==> src/rtl/lsu_lane_align.sv <==
module lsu_lane_align #(
  parameter int DW = 32
) (
  input  logic [DW-1:0]         st_data_i,
  input  logic [1:0]            size_i,
  input  logic                  unsigned_i,
  input  logic [$clog2(DW/8)-1:0] addr_lo_i,
  input  logic [DW-1:0]         ld_word_i,
  output logic [DW-1:0]         st_wdata_o,
  output logic [DW/8-1:0]       st_be_o,
  output logic [DW-1:0]         ld_data_o,
  output logic                  misalign_o
);
  localparam int NB = DW / 8;
  localparam int AW = $clog2(NB);

  logic is_byte, is_half, is_word;
  logic [AW-1:0] half_base;
  logic [DW-1:0] byte_shift, half_shift;
  logic [7:0]    lane_b;
  logic [15:0]   lane_h;
  logic [NB-1:0] be_raw;
  logic [DW-1:0] ld_raw;

  assign is_byte = (size_i == 2'b00);
  assign is_half = (size_i == 2'b01);
  assign is_word = size_i[1];

  assign half_base  = {addr_lo_i[AW-1:1], 1'b0};
  assign misalign_o = (is_half & addr_lo_i[0]) | (is_word & (addr_lo_i != '0));

  assign byte_shift = ld_word_i >> {addr_lo_i, 3'b000};
  assign half_shift = ld_word_i >> {half_base, 3'b000};
  assign lane_b     = byte_shift[7:0];
  assign lane_h     = half_shift[15:0];

  always_comb begin
    if (is_byte) begin
      st_wdata_o = {NB{st_data_i[7:0]}};
      be_raw     = {{(NB-1){1'b0}}, 1'b1} << addr_lo_i;
      ld_raw     = {{(DW-8){~unsigned_i & lane_b[7]}}, lane_b};
    end else if (is_half) begin
      st_wdata_o = {(NB/2){st_data_i[15:0]}};
      be_raw     = {{(NB-2){1'b0}}, 2'b11} << half_base;
      ld_raw     = {{(DW-16){~unsigned_i & lane_h[15]}}, lane_h};
    end else begin
      st_wdata_o = st_data_i;
      be_raw     = '1;
      ld_raw     = ld_word_i;
    end
  end

  assign st_be_o   = misalign_o ? '0 : be_raw;
  assign ld_data_o = misalign_o ? '0 : ld_raw;
endmodule


==> config.mk <==
export PLATFORM = sky130hd
export DESIGN_NAME = lsu_lane_align
export DESIGN_NICKNAME = d
export VERILOG_FILES = /design/src/rtl/lsu_lane_align.sv
export SDC_FILE = /design/constraint.sdc
export NUM_CORES = 1
export LEC_CHECK = 0
export ABC_AREA = 1
export BUFFER_PORTS_ARGS = -buffer_cell sky130_fd_sc_hd__buf_2
export CORE_ASPECT_RATIO = 0.75
export CORE_MARGIN = 5
export CORE_UTILIZATION = 40
export DETAILED_ROUTE_END_ITERATION = 10
export PLACE_DENSITY = 0.95
export SLEW_MARGIN = 30
export SYNTH_ARGS = -nofsm -noshare
export SYNTH_HDL_FRONTEND = slang
export SYNTH_SLANG_ARGS = --single-unit
==> constraint.sdc <==
create_clock -name vclk -period 1.8
set_clock_uncertainty 0.2 [all_clocks]
set_input_delay 0.18 -clock vclk [all_inputs]
set_output_delay 0.18 -clock vclk [all_outputs]
set_load 0.03 [all_outputs]
==> results.sh <==
export IMPL_fmax_ghz=0.562
export IMPL_synthCells=289
export IMPL_overflow=0
export IMPL_postLayoutCellArea_um2=2260
export IMPL_core_area_um2=3240
export IMPL_power_per_cell_area_nw_per_um2=398
export IMPL_nets=488
export IMPL_regArea_um2=0
export IMPL_cts_hold_fix_buffers=0
export IMPL_num_vias=2407
export IMPL_routedWlPerCell_um=14.3
export IMPL_startpoint_type="primary input"
export IMPL_stdcell_count=457
export IMPL_setup_viol=0
export IMPL_dieHeight_um=59.8
export IMPL_relSlewSlack_pct=73.5
export IMPL_ant_nets=0
export IMPL_dp_hpwl_um=4920
export IMPL_finalCritPeriodShare_pct=98.8
export IMPL_peakVddDrop_v=0.000270
export IMPL_placed_cells=456
export IMPL_worst_pin_slew_ns=0.396
export IMPL_via_per_inst=5.27
export IMPL_ys_seq_area_share_pct=0
export IMPL_routabilityCongestion=0.876
export IMPL_grt_start_max_net_pins=24
export IMPL_dieArea_um2=4580
export IMPL_yosysTopAreaCellShare_pct=37.7
export IMPL_synth_fp_nets=358
export IMPL_arrival_ns=1.40
export IMPL_ys_types=25
export IMPL_ios=138
export IMPL_critPathKind="primary input to output pin"
export IMPL_required_ns=1.42
export IMPL_wirelength_um=6530
export IMPL_synth_top_cells_by_area="nand2_1, nor2_1, nand3_1"
export IMPL_grt_pass1_wl_um=9470
export IMPL_postPlaceCellArea_um2=2000
export IMPL_hold_class="primary input to output pin"
export IMPL_drive_above_1_share_pct=44.4
export IMPL_nFlopsAndLatches=0
export IMPL_start_util_pct=40.9
export IMPL_maxSlewViolCount=0
export IMPL_status="finished clean"
export IMPL_syn_to_final_growth_pct=70.6
export IMPL_crit_fanout=8
export IMPL_drv_cap=0
export IMPL_whs_ns=0.439
export IMPL_antenna_found_initial=0
export IMPL_avgSynthCellArea_um2=4.58
export IMPL_rows=18
export IMPL_fillers=299
export IMPL_drtIter0Drc=228
export IMPL_worstPathCellList="buf_6 -> inv_4 -> nand2_1 -> nand2_1 -> nand2_2 -> a21oi_4 -> nand2_8 -> nor2_1 -> buf_4"
export IMPL_fin_crit_ns=1.78
export IMPL_setup_tns_ns=0
export IMPL_dr_pass1_iters=5
export IMPL_n_antenna_cell=0
export IMPL_clock_buffers=0
export IMPL_die_x_um=76.5
export IMPL_grt_use_total_pct=24.6
export IMPL_cp_slowest_cell="a21oi_4"
export IMPL_grt_setup_unrepaired="yes"
export IMPL_drcViolationCount=0
export IMPL_cp_common_cell="nand2_1"
export IMPL_synth_area_um2=1330
export IMPL_yosys_area_top_type="nand2_1"
export IMPL_finalHoldViolCount=0
export IMPL_io_buffers=138
export IMPL_grt_pass1_vias=2056
export IMPL_critPathCaptureType="output pin"
export IMPL_critPathMaxStageDelay_ns=0.31
export IMPL_p_leak_nw=1.38
export IMPL_yosys_warnings=0
[final timing paths]
| path | to | slack (ns) | depth (start not counted) | from |
|---|---|---|---|---|
| worst max-delay path | ld_data_o[16] | 0.02 | 9 | addr_lo_i[1] |
| worst min-delay path | st_wdata_o[6] | 0.44 | 2 | st_data_i[6] |
[cell type report]
cell class,count,area (µm²),share of cell area [%]
Inverter,27,114,5.04
Multi-Input combinational cell,242,1200,53.1
Tap cell,40,50.0,2.21
Timing Repair Buffer,148,896,39.6
[worst max-delay path: cells and delay by family]
| kind | cells | cell delay (ns) |
|---|---|---|
| compound gates | 1 | 0.31 |
| buf+inv | 3 | 0.41 |
| simple gates | 5 | 0.50 |
[power breakdown]
group | switching, mW | internal, mW | total, mW
registers | 0 | 0 | 0
logic | 0.597 | 0.303 | 0.899
clock network | 0 | 0 | 0
[cells in the final DEF, fill, tap and decap left out, types with 4 or more instances in the layout]
master   synthesis  routed
nand2_2          1       4
nor3_1           5       4
inv_1           23      22
nor2_1          43      31
a21oi_1          9       7
nor2_4           2       7
nor2_2           2       9
buf_2            4     112
nand2_1        133     128
buf_6            6      14
nand2_8          0       4
buf_4            8      20
o21ai_0         11      11
nand3_1         23      22
[cells in the mapped netlist (all sizes together)]
cell / instances
nand2: 136
buf: 18
o21ai: 12
a21oi: 10
nand3: 23
a211oi: 2
nor2: 48
inv: 27
nor3: 5
o211ai: 2
nand4: 2
clkbuf: 3
a22oi: 1
[layer usage]
| layer | track usage [%] | up-vias | wire, µm |
|---|---|---|---|
| li1 | - | 1147 | - |
| met5 | 0 | - | 0 |
| met1 | 32.7 | 1086 | 2550 |
| met2 | 43.5 | 162 | 3180 |
| met3 | 3.61 | 12 | 750 |
| met4 | 3.74 | 0 | 55 |
[timing repair]
item                                   in CTS  in global routing
cloned                                      0                  1
resized for setup                           2                 97
endpoints found under the hold margin       0                  0
setup buffers                               0                  0
setup endpoints to repair                  16                 35
pin swaps                                   0                  6
[kinds of logic after synthesis]
family	Yosys count	synth area share [%]
and+or+nand+nor	214	67.7
AOI/OAI and AO/OA	27	11.7
buffers and inverters	48	20.6
[through the flow]
| stage | total power, mW | setup WS (ns) | util, % |
|---|---|---|---|
| after floorplan | 0.530 | 0.00545 | - |
| after global placement | 0.773 | 0.000459 | 61.7 |
| after detailed placement | 0.784 | -0.0672 | 61.7 |
| after CTS | 0.790 | 0.0125 | 62.0 |
| after global routing | 0.963 | -0.0724 | 69.7 |
| final | 0.899 | 0.0222 | 69.7 |
(Power assumes the default switching activity.)
